## src/rtl/ptg_pkg.sv

```systemverilog
package ptg_pkg;

    // Decode of one axis: inside the sync pulse, inside the active window
    typedef struct packed {
        logic in_pulse;
        logic in_window;
    } ptg_span_t;

    // Registered control state of the top level
    typedef struct packed {
        logic blank;
    } ptg_ctl_t;

endpackage

```

## src/rtl/ptg_axis.sv

```systemverilog
module ptg_axis #(
    parameter int W = 12
) (
    input  logic         clk,
    input  logic         rst_n,
    input  logic         clear,
    input  logic         step,
    input  logic [W-1:0] period,
    output logic [W-1:0] count,
    output logic         wrap
);
    logic [W-1:0] cnt_d, cnt_q;
    logic         at_end;

    always_comb begin
        at_end = (cnt_q >= (period - 1'b1));
        wrap   = step && at_end;
        cnt_d  = cnt_q;
        if (clear) begin
            cnt_d = '0;
        end else if (step) begin
            cnt_d = at_end ? '0 : cnt_q + 1'b1;
        end
    end

    always_ff @(posedge clk or negedge rst_n) begin
        if (!rst_n) cnt_q <= '0;
        else        cnt_q <= cnt_d;
    end

    assign count = cnt_q;
endmodule

```

## src/rtl/ptg_span.sv

```systemverilog
module ptg_span
    import ptg_pkg::*;
#(
    parameter int W = 12
) (
    input  logic [W-1:0] pos,
    input  logic [W-1:0] pulse,
    input  logic [W-1:0] wait_cnt,
    input  logic [W-1:0] active,
    output ptg_span_t    span,
    output logic [W-1:0] offset
);
    localparam int EW = W + 1;

    logic [EW-1:0] pos_e, wait_e, act_e, diff_e;
    logic          past_wait;

    always_comb begin
        pos_e          = {1'b0, pos};
        wait_e         = {1'b0, wait_cnt};
        act_e          = {1'b0, active};
        diff_e         = pos_e - wait_e;
        past_wait      = (pos_e >= wait_e);
        span.in_pulse  = (pos < pulse);
        span.in_window = past_wait && (diff_e < act_e);
        offset         = span.in_window ? diff_e[W-1:0] : '0;
    end
endmodule

```

## src/rtl/rgb_panel_timing.sv

```systemverilog
module rgb_panel_timing
    import ptg_pkg::*;
#(
    parameter int HW = 12,
    parameter int VW = 11,
    parameter int DW = 24
) (
    input  logic          clk,
    input  logic          rst_n,
    input  logic          enable,
    input  logic [HW-1:0] cfg_h_period,
    input  logic [HW-1:0] cfg_h_pulse,
    input  logic [HW-1:0] cfg_h_wait,
    input  logic [HW-1:0] cfg_h_active,
    input  logic [VW-1:0] cfg_v_period,
    input  logic [VW-1:0] cfg_v_pulse,
    input  logic [VW-1:0] cfg_v_wait,
    input  logic [VW-1:0] cfg_v_active,
    input  logic [DW-1:0] pix_in,
    input  logic          pix_underflow,
    output logic          hsync_n,
    output logic          vsync_n,
    output logic          de,
    output logic          pix_req,
    output logic          frame_start,
    output logic [HW-1:0] pix_x,
    output logic [VW-1:0] pix_y,
    output logic [DW-1:0] pix_out
);
    logic [HW-1:0] h_cnt, h_off;
    logic [VW-1:0] v_cnt, v_off;
    logic          h_wrap, v_wrap, frame_wrap;
    ptg_span_t     h_span, v_span;
    ptg_ctl_t      st_d, st_q;

    ptg_axis #(.W(HW)) u_h_axis (
        .clk(clk), .rst_n(rst_n), .clear(!enable), .step(enable),
        .period(cfg_h_period), .count(h_cnt), .wrap(h_wrap)
    );

    ptg_axis #(.W(VW)) u_v_axis (
        .clk(clk), .rst_n(rst_n), .clear(!enable), .step(h_wrap),
        .period(cfg_v_period), .count(v_cnt), .wrap(v_wrap)
    );

    ptg_span #(.W(HW)) u_h_span (
        .pos(h_cnt), .pulse(cfg_h_pulse), .wait_cnt(cfg_h_wait),
        .active(cfg_h_active), .span(h_span), .offset(h_off)
    );

    ptg_span #(.W(VW)) u_v_span (
        .pos(v_cnt), .pulse(cfg_v_pulse), .wait_cnt(cfg_v_wait),
        .active(cfg_v_active), .span(v_span), .offset(v_off)
    );

    always_comb begin
        frame_wrap  = h_wrap && v_wrap;
        de          = enable && h_span.in_window && v_span.in_window && !st_q.blank;
        pix_req     = de;
        hsync_n     = !(enable && h_span.in_pulse);
        vsync_n     = !(enable && v_span.in_pulse);
        frame_start = enable && (h_cnt == '0) && (v_cnt == '0);
        pix_x       = de ? h_off : '0;
        pix_y       = de ? v_off : '0;
        pix_out     = de ? pix_in : '0;

        // frame wrap wins over a same-cycle underflow
        st_d = st_q;
        if (!enable || frame_wrap) begin
            st_d.blank = 1'b0;
        end else if (de && pix_underflow) begin
            st_d.blank = 1'b1;
        end
    end

    always_ff @(posedge clk or negedge rst_n) begin
        if (!rst_n) st_q <= '0;
        else        st_q <= st_d;
    end
endmodule

```

## config.mk

```make
export PLATFORM = sky130hd
export DESIGN_NAME = rgb_panel_timing
export DESIGN_NICKNAME = d
export VERILOG_FILES = /design/src/rtl/ptg_pkg.sv /design/src/rtl/ptg_axis.sv /design/src/rtl/ptg_span.sv /design/src/rtl/rgb_panel_timing.sv
export SDC_FILE = /design/constraint.sdc
export NUM_CORES = 1
export LEC_CHECK = 0
export BUFFER_PORTS_ARGS = -buffer_cell sky130_fd_sc_hd__clkbuf_2
export CAP_MARGIN = 5
export CORE_MARGIN = 2
export CORE_UTILIZATION = 51
export CTS_CLUSTER_DIAMETER = 30
export DETAILED_ROUTE_END_ITERATION = 12
export PLACE_DENSITY = 0.89
export SYNTH_ARGS = -nofsm -noshare
export SYNTH_HDL_FRONTEND = slang
export SYNTH_SLANG_ARGS = --single-unit
```

## constraint.sdc

```tcl
create_clock -name clk -period 6.9 [get_ports clk]
set_clock_uncertainty 0.2 [all_clocks]
set_input_delay 1.035 -clock clk [delete_from_list [all_inputs] [get_ports clk]]
set_output_delay 1.035 -clock clk [all_outputs]
set_load 0.005 [all_outputs]
```

# ---- Word level (Yosys, flattened, before mapping)
# Cells that the tools add are included.
# W data, S select, Z words.
dict set report op_classes {
  n_addsub 6
  magnitude_cmp 8
  eq_ne 1
  mux 12
  n_reduce_logical 21
}
# op n
set ops {}
lappend ops {{$mux W11} 5}
lappend ops {{$mux W12} 4}
lappend ops {{$ge A12 B12 Y1} 2}
lappend ops {{$mux W24} 1}
lappend ops {{$ge A11 B11 Y1} 2}
lappend ops {{$logic_and A1 B1 Y1} 13}
lappend ops {{$lt A13 B12 Y1} 1}
lappend ops {{$sub A12 B12 Y13} 1}
lappend ops {{$add A12 B1 Y12 const B} 1}
lappend ops {{$logic_not A12 Y1} 1}
lappend ops {{$lt A12 B11 Y1} 1}
lappend ops {{$lt A12 B12 Y1} 1}
lappend ops {{$sub A11 B11 Y12} 1}
lappend ops {{$sub A12 B1 Y12 const B} 1}
lappend ops {{$add A11 B1 Y11 const B} 1}
lappend ops {{$logic_not A11 Y1} 1}
lappend ops {{$lt A11 B11 Y1} 1}
lappend ops {{$sub A11 B1 Y11 const B} 1}
lappend ops {{$logic_not A1 Y1} 4}
lappend ops {{$mux W1} 2}
lappend ops {{$ne A2 B1 Y1 const B} 1}
lappend ops {{$reduce_bool A2 Y1} 1}
lappend ops {{$logic_or A1 B1 Y1} 1}
dict set report totals {
  ff_bits 24
  inputBits 120
  out_inout_bits 52
}

# ---- Depth between registers and ports, before layout
# Gate-level depths: netlist of the first run.
dict set report logic_depth {
  depth_word 9
  ltp_mapped 20
  mapped_depth_nobuf 18
}

# ---- Modules after synthesis
# From an unflattened synthesis of the first run, not the netlist that was laid out.
dict set report hier_totals {
  hier_cells 667
  area_unflattened_um2 5057.4
}
# module instances cells_per_inst area_each_um2
set by_module_without_submodules {}
lappend by_module_without_submodules {{ptg_span (u_h_span)} 1 186 1315.0}
lappend by_module_without_submodules {{ptg_axis (u_h_axis)} 1 134 1122.3}
lappend by_module_without_submodules {{ptg_span (u_v_span)} 1 155 1096.1}
lappend by_module_without_submodules {{ptg_axis (u_v_axis)} 1 123 1062.3}
lappend by_module_without_submodules {rgb_panel_timing 1 69 461.7}

# ---- Least setup slack after synthesis of the first run
# Ideal clock, no wire load.
dict set report synth_path {
  path_type {input to output}
  start {input cfg_v_wait[1]}
  end {output pix_y[10]}
  t_arrival_ns 4.455
  required_ns 5.665
  setup_slack_ns 1.210
  cell_stages 18
  n_path_buf 2
  path_cell_list {inv_1 -> ha_1 -> nor2b_1 -> o31a_1 -> o31a_1 -> o311a_4 -> o21a_1 -> o21ai_0 -> o31a_1 -> ha_1 -> o21ai_0 -> a31oi_1 -> nor4_1 -> nand4_1 -> nor3_1 -> buf_6 -> buf_6 -> o311a_1}
}
dict set report synth_via {
  elab_chain_len 6
  elab_cells_between_ends 8
  classes_between {add/sub: 1; order compare: 2; mux: 2; reduce/logical: 3}
}
# item line_no
set synth_lines {}
lappend synth_lines {{start: declaration} rgb_panel_timing.sv:17} ;# input logic [VW-1:0] cfg_v_wait,
lappend synth_lines {{$sub A11 B11 Y12} ptg_span.sv:22} ;# diff_e = pos_e - wait_e;
lappend synth_lines {{$lt A12 B11 Y1} ptg_span.sv:25} ;# span.in_window = past_wait && (diff_e < act_e);
lappend synth_lines {{$logic_and A1 B1 Y1 (*)} ptg_span.sv:25}
lappend synth_lines {{$logic_and A1 B1 Y1 (*) (2 in series)} rgb_panel_timing.sv:58} ;# de = enable && h_span.in_window && v_span.in_window && !st_q.blank;
lappend synth_lines {{named net de} rgb_panel_timing.sv:23} ;# output logic de,
lappend synth_lines {{$mux W11 (*)} rgb_panel_timing.sv:64} ;# pix_y = de ? v_off : '0;
lappend synth_lines {{end: declaration} rgb_panel_timing.sv:27} ;# output logic [VW-1:0] pix_y,
# The timed path passes the listed nets; every way through them passes the cells marked *.

# ---- Final worst setup path of the first run
dict set report layout_path {
  start {input cfg_v_wait[1]}
  end {output pix_out[22]}
}
dict set report layout_via {
  elab_chain_len 6
  elab_cells_between_ends 7
  classes_between {add/sub: 1; order compare: 2; mux: 1; reduce/logical: 3}
}
# item line_no
set layout_lines {}
lappend layout_lines {{$sub A11 B11 Y12} ptg_span.sv:22}
lappend layout_lines {{$lt A12 B11 Y1} ptg_span.sv:25}
lappend layout_lines {{$logic_and A1 B1 Y1 (*)} ptg_span.sv:25}
lappend layout_lines {{$logic_and A1 B1 Y1 (*) (2 in series)} rgb_panel_timing.sv:58}
lappend layout_lines {{$mux W24 (*)} rgb_panel_timing.sv:65} ;# pix_out = de ? pix_in : '0;
lappend layout_lines {{end: declaration} rgb_panel_timing.sv:28} ;# output logic [DW-1:0] pix_out
# Every way passes the cells marked *; elsewhere a longest branch is shown, timed or not.

==> summary.txt, run 1 <==
Synthesis
  • Seq/Total Area, Yosys: 0.133
  • Yosys warnings: 0
  • Synth top area cells: ha_1, dfrtp_1, inv_1
  • Synth Area in Compound Gates: 0.192
  • Post-synth top cells: ha_1, inv_1, and2_1
  • Post-synthesis mux area share: 0.00222
  • Mapped cell area: 4510 um^2
  • Count leader, synth: ha_1
  • Synth cell types: 51
  • Yosys top cell area share: 0.261
  • Post-Syn Nets: 802
  • Top_reg_cell synth: dfrtp_1
  • Asr flop ratio synth: 1.00
  • FF+latch count, synth: 24
  • Largest family of logic cells by synthesized area: adder cells
  • Post-Synth Adder-Cell Area: 0.270
  • XOR/XNOR share of the synthesized area: 0.0797
  • Post-synth top area cell: ha_1
  • Mean area per synthesized cell: 7.69 um^2
  • Post-Synth Simple-Gate Area: 0.240
  • Number of synthesized flops with an enable pin: 0
  • Mapped Cells: approximately 590

Detailed routing
  • DRT iter0 DRCs: 151
  • Vias: 4804
  • DRC: 0
  • Drt first pass iters: 5
  • WL final: 12200 um
  • DR WL/cell: 14.1 um
  • Detail Route Antenna Nets: 0
  • Vias per Instance: between 5 and 6

STA
  • Final Hold Fails: 0
  • Final setup fails: 0
  • Tmin final: between 6 and 7 ns
  • Fmax: 0.160 GHz
  • TNS Setup: 0 ns
  • Max Slew Vio Count: 0
  • Period utilization: 0.905
  • Worst-Margin Slew: 0.920 ns
  • Final worst slack: roughly 0.66 ns
  • RSZ-0062 raised after global routing: no
  • Relative slew slack: 0.385

Floorplanning
  • Die width: 98.0 um
  • Std cell rows: 34
  • Core ar.: 8640 um^2
  • Area of the die: 9600 um^2
  • Initial Utilization: 0.522
  • IO Count: 172
  • Die Y: between 90 and 100 um

Worst setup path
  • WP data arrival: 5.01 ns
  • Startpoint types: input port
  • Critical-path maximum fanout: 32
  • Worst Setup Path Type: in2out
  • Critical Path RT: 5.66 ns
  • Worst Setup End Kind: primary output
  • Worst reg-to-reg setup slack: 2.47 ns

Finish
  • # fillers: 780
  • Layout cells sized above 1: 0.247
  • Area of the multi-input gates: 3540 um^2
  • Layout area overhead: 22.2%
  • Number of antenna diodes: 0
  • Nets: 971
  • Reg area: 601 um^2

Clock tree
  • CTS Sinks: 24
  • Hold Buf Count CTS: 0
  • Clock transition at the registers of the reported paths: 0.08 ns
  • Worst skew pair latency: around 0.26 ns
  • Number of H-tree levels: 1
  • Root Driver: clkbuf_8
  • CTS Buf Count: 3
  • Post-CTS resize count: 0
  • Number of setup buffers added after CTS: 0
  • CTS tree: built
  • Worst-case clock buffer depth: 2

Pwr
  • Clock share of power: 0.225
  • Power density cells: 75.7 nW/um^2
  • Static Leakage: 0.00312 uW
  • Psw: roughly 140 uW
  • Combinational share of power: 0.423
  • Internal cell power: 278 uW
  • Switch share: 0.333
  • Peak VDD IR: 0.0627 mV
  • Flop pwr share: 0.351

Worst hold path
  • Hold WC Path Type: reg2reg

GRT
  • Largest net degree at the start of global routing: 33
  • Initial antenna violation count: 0
  • Vias in the first global route: 4688
  • Grt total ovfl: 0
  • First-pass GRT wire length: 20200 um
  • GRT Total Usage: 0.247

Placed design
  • Port bufs: 171
  • Dpl ws: 0.723 ns
  • HPWL Detailed: roughly 11000 um
  • Final RePlAce weighted congestion: roughly 0.91

Outcome
  • Status: finished, final reports clean

Job
  • Max-Cap Viols: 0
cell families (layout without fill, tap and decap cells):
group | count (synthesis) | count (layout)
mux | 1 | 1
xor+xnor | 41 | 41
fa+ha+maj | 96 | 96
simple gates | 202 | 202
flops | 24 | 24
compound gates | 132 | 132
buf+inv | 90 | 258
flip-flops by register name, indices dropped and copies added (netlist names):
name,count
u_h_axis.count,12
u_v_axis.count,11
st_q,1
critical path, stage by stage:
cell and delay, ns:
clkbuf_2 0.08, inv_1 0.06, ha_1 0.32, nor2b_1 0.15
o31a_1 0.27, o31a_1 0.28, o311a_4 0.34, o21a_1 0.22
o21ai_0 0.26, o31a_1 0.19, ha_1 0.21, o21ai_0 0.22
a31oi_1 0.09, nor4_1 0.30, nand4_1 0.20, nor3_2 0.21
buf_4 0.27, and2_1 0.16, clkbuf_2 0.12
per-stage QoR:
stage | std cells | util | power (uW) | area, um^2 | hold slack (ns)
floorplan | 586 | - | 254 | 4510 | 0.266
global placement | 858 | 0.631 | 317 | 5450 | 0.290
detailed placement | 858 | 0.631 | 326 | 5450 | 0.308
CTS | 862 | 0.637 | 419 | 5510 | 0.320
global route | 862 | 0.637 | 450 | 5510 | 0.349
finish | 862 | 0.637 | 417 | 5510 | 0.326
per-layer routing:
| layer | wire, um | track usage | up-vias |
|---|---|---|---|
| met5 | 0 | 0 | - |
| met4 | 331 | 0.0812 | 0 |
| met3 | 649 | 0.0179 | 32 |
| met2 | 5930 | 0.451 | 173 |
| met1 | 5250 | 0.306 | 2197 |
| li1 | - | - | 2402 |
final timing paths:
path                                                     from                       endpoint  cells past startpoint
min in group asynchronous                               rst_n  u_v_axis.count[1]$_DFFE_PN0P_                      1
max in group asynchronous                               rst_n    u_h_axis.count[2]$_DFF_PN0_                      1
worst min-delay path              u_h_axis.count[0]$_DFF_PN0_    u_h_axis.count[0]$_DFF_PN0_                      1
worst min register to register    u_h_axis.count[0]$_DFF_PN0_    u_h_axis.count[0]$_DFF_PN0_                      1
worst max-delay path                            cfg_v_wait[1]                    pix_out[22]                     19
worst max register to register  u_v_axis.count[1]$_DFFE_PN0P_               st_q$_DFFE_PN0P_                     16
power by group through the flow:
stage / combinational [uW] / sequential, uW / clock, uW
5_1_grt: 203 / 147 / 101
6_report: 176 / 146 / 93.8
2_1_floorplan: 106 / 148 / 0
3_5_place_dp: 176 / 149 / 0
3_3_place_gp: 168 / 149 / 0
4_1_cts: 178 / 146 / 94.8
area by class of cell:
| type | instances | share of cell area |
|---|---|---|
| Multi-Input combinational cell | 472 | 0.643 |
| Timing Repair Buffer | 173 | 0.158 |
| Sequential cell | 24 | 0.109 |
| Inverter | 81 | 0.0552 |
| Tap cell | 108 | 0.0245 |
| Clock buffer | 4 | 0.0100 |
cells in the final DEF (no fill, tap or decap), types with 5 or more instances in the layout:
cell and n:
o21a_1 11, ha_1 94, nand2b_1 14, nor2_1 42
a21o_1 9, a21boi_0 5, a31oi_1 9, inv_1 81
a21oi_1 35, xnor2_1 22, a211oi_1 6, dfrtp_1 24
nand3_1 21, xor2_1 19, and3_1 7, and2_1 43
nand4_1 7, nor4_1 9, nand2_1 23, o21ai_0 29
clkbuf_2 171, nor3_1 15
Note: power is estimated with default switching activity, not from simulation.
==> run 2: changes to the inputs <==
--- a/config.mk
+++ b/config.mk
@@ -7,8 +7,10 @@
 export LEC_CHECK = 0
 export BUFFER_PORTS_ARGS = -buffer_cell sky130_fd_sc_hd__clkbuf_2
 export CAP_MARGIN = 5
+export CELL_PAD_IN_SITES_DETAIL_PLACEMENT = 0
+export CELL_PAD_IN_SITES_GLOBAL_PLACEMENT = 1
 export CORE_MARGIN = 2
-export CORE_UTILIZATION = 51
+export CORE_UTILIZATION = 36
 export CTS_CLUSTER_DIAMETER = 30
 export DETAILED_ROUTE_END_ITERATION = 12
 export PLACE_DENSITY = 0.89
==> summary.txt, run 2 (synthesis gave the netlist of run 1 again) <==
Placed design
  • Placed cells: 917
  • HPWL Detailed: between 10000 and 15000 um
  • Port bufs: 171
  • Final RePlAce weighted congestion: 0.809

STA
  • Final Hold Fails: 0
  • TNS Setup: 0 ns
  • RSZ-0062 raised after global routing: no
  • Tmin final: 6.33 ns
  • Fmax: 0.158 GHz
  • Worst-Margin Slew: approximately 0.88 ns
  • Final setup fails: 0
  • Relative slew slack: 0.412
  • Max Slew Vio Count: 0
  • Worst hold margin: 0.307 ns
  • Period utilization: 0.917

Finish
  • Most common cell after layout, fill and taps aside: clkbuf_2
  • Number of antenna diodes: 0
  • Nets: just under 1000
  • Area of the multi-input gates: ~3500 um^2
  • Reg area: ~600 um^2
  • # fillers: about 1300
  • Max FFs per register: 12
  • Most frequent cells in the layout: clkbuf_2, ha_1, inv_1
  • Layout area overhead: 24.8%
  • Fin util: 0.464
  • Layout cells sized above 1: 0.246
  • Cell Count, Final, Fillers Out: approximately 920

GRT
  • Initial antenna violation count: 0
  • First-pass GRT wire length: 18700 um
  • Grt total ovfl: 0
  • Largest net degree at the start of global routing: 47
  • Vias in the first global route: 4083
  • GRT Total Usage: 0.169

Detailed routing
  • DRT iter0 DRCs: 208
  • Vias per Instance: 4.86
  • DRC: 0
  • DR WL/cell: 12.6 um
  • WL final: 11600 um
  • Detail Route Antenna Nets: 0
  • Vias: 4475
  • Drt first pass iters: 4

Floorplanning
  • Initial Utilization: 0.372
  • Core ar.: 12100 um^2
  • Die Y: 116 um
  • Std cell rows: 40
  • Die width: 116 um
  • Area of the die: between 10000 and 15000 um^2
  • IO Count: about 170

Clock tree
  • Worst-case clock buffer depth: 2
  • Worst skew pair latency: roughly 0.26 ns
  • CTS Sinks: 24
  • Number of setup buffers added after CTS: 0
  • Root Driver: clkbuf_16
  • CTS Buf Count: 3
  • Post-CTS resize count: 0
  • CTS tree: built
  • Hold Buf Count CTS: 0
  • Clock transition at the registers of the reported paths: 0.06 ns
  • Number of H-tree levels: 1

Worst hold path
  • Hold Startpoint: u_h_axis.count[0]$_DFF_PN0_
  • Hold WC Path Type: reg2reg

Worst setup path
  • Worst Reg-to-Reg Cells: 15
  • Worst Setup End Kind: primary output
  • Critical Path RT: 5.66 ns
  • Startpoint types: input port
  • Worst Setup Path Type: in2out
  • Worst setup path endpoint: pix_y[9]
  • WP data arrival: 5.09 ns
  • FF-to-FF Start: u_v_axis.count[1]$_DFFE_PN0P_
  • Worst reg-to-reg setup slack: 2.77 ns
  • R2R Path End: st_q$_DFFE_PN0P_
  • Critical-path maximum fanout: 46
  • Crit. Startpoint: cfg_v_wait[1]

Job
  • Max-Cap Viols: 0

Pwr
  • Static Leakage: between 0.003 and 0.004 uW
  • Peak VDD IR: 0.0933 mV
  • Power density cells: 86.2 nW/um^2

Outcome
  • Status: finished, final reports clean
==> run 2: cell count changes in the layout (fill, tap and decap cells not counted), sizes merged <==
cell    before  now
buf          2    1
bufinv       0    1
clkbuf     175  174
==> run 2: final cells by class <==
| cell class | instances | share of cell area |
|---|---|---|
| Clock inverter | 1 | 0.00534 |
| Inverter | 81 | 0.0541 |
| Sequential cell | 24 | 0.107 |
| Timing Repair Buffer | 172 | 0.154 |
| Clock buffer | 3 | 0.0134 |
| Multi-Input combinational cell | 472 | 0.630 |
| Tap cell | 168 | 0.0374 |
==> run 2: per-stage QoR <==
step / power, uW / worst slack [ns] / instance area (um^2)
floorplan: 254 / 1.21 / 4510
global placement: 323 / 0.730 / 5520
detailed placement: 325 / 0.591 / 5520
CTS: 490 / 0.566 / 5620
global route: 522 / 0.266 / 5620
finish: 485 / 0.571 / 5620
==> run 2: how the worst min path moves through the flow <==
| stage | slack [ns] | end | depth (start not counted) |
|---|---|---|---|
| 4_1_cts | 0.30 | u_h_axis.count[0]$_DFF_PN0_ | 1 |
| 3_3_place_gp | 0.29 | u_h_axis.count[0]$_DFF_PN0_ | 1 |
| 2_1_floorplan | 0.27 | u_h_axis.count[0]$_DFF_PN0_ | 1 |
| 3_5_place_dp | 0.29 | u_h_axis.count[0]$_DFF_PN0_ | 1 |
| 5_1_grt | 0.32 | u_h_axis.count[0]$_DFF_PN0_ | 1 |
| 6_report | 0.31 | u_h_axis.count[0]$_DFF_PN0_ | 1 |
==> run 2: power breakdown <==
part | total (uW) | switching, uW | internal (uW)
logic | 173 | 89.0 | 83.9
clock network | 165 | 49.6 | 115
registers | 147 | 4.48 | 142
==> run 2: critical path, stage by stage <==
cell      delay (ns)
clkbuf_2        0.07
inv_1           0.06
ha_1            0.30
nor2b_1         0.14
o31a_1          0.27
o31a_1          0.28
o311a_4         0.34
o21a_1          0.20
o21ai_0         0.23
o31a_1          0.18
ha_1            0.21
o21ai_0         0.22
a31oi_1         0.08
nor4_1          0.27
nand4_1         0.19
nor3_2          0.26
buf_4           0.37
o311a_1         0.25
clkbuf_2        0.12
==> run 2: metal layers <==
metal / up-vias / share of wire / GRT usage / wire, um
met5: - / 0 / 0 / 0
met1: 1946 / 0.49 / 0.238 / 5690
met3: 8 / 0.050 / 0.0157 / 583
met2: 123 / 0.45 / 0.287 / 5220
met4: 0 / 0.0098 / 0.0286 / 114
li1: 2398 / - / - / -
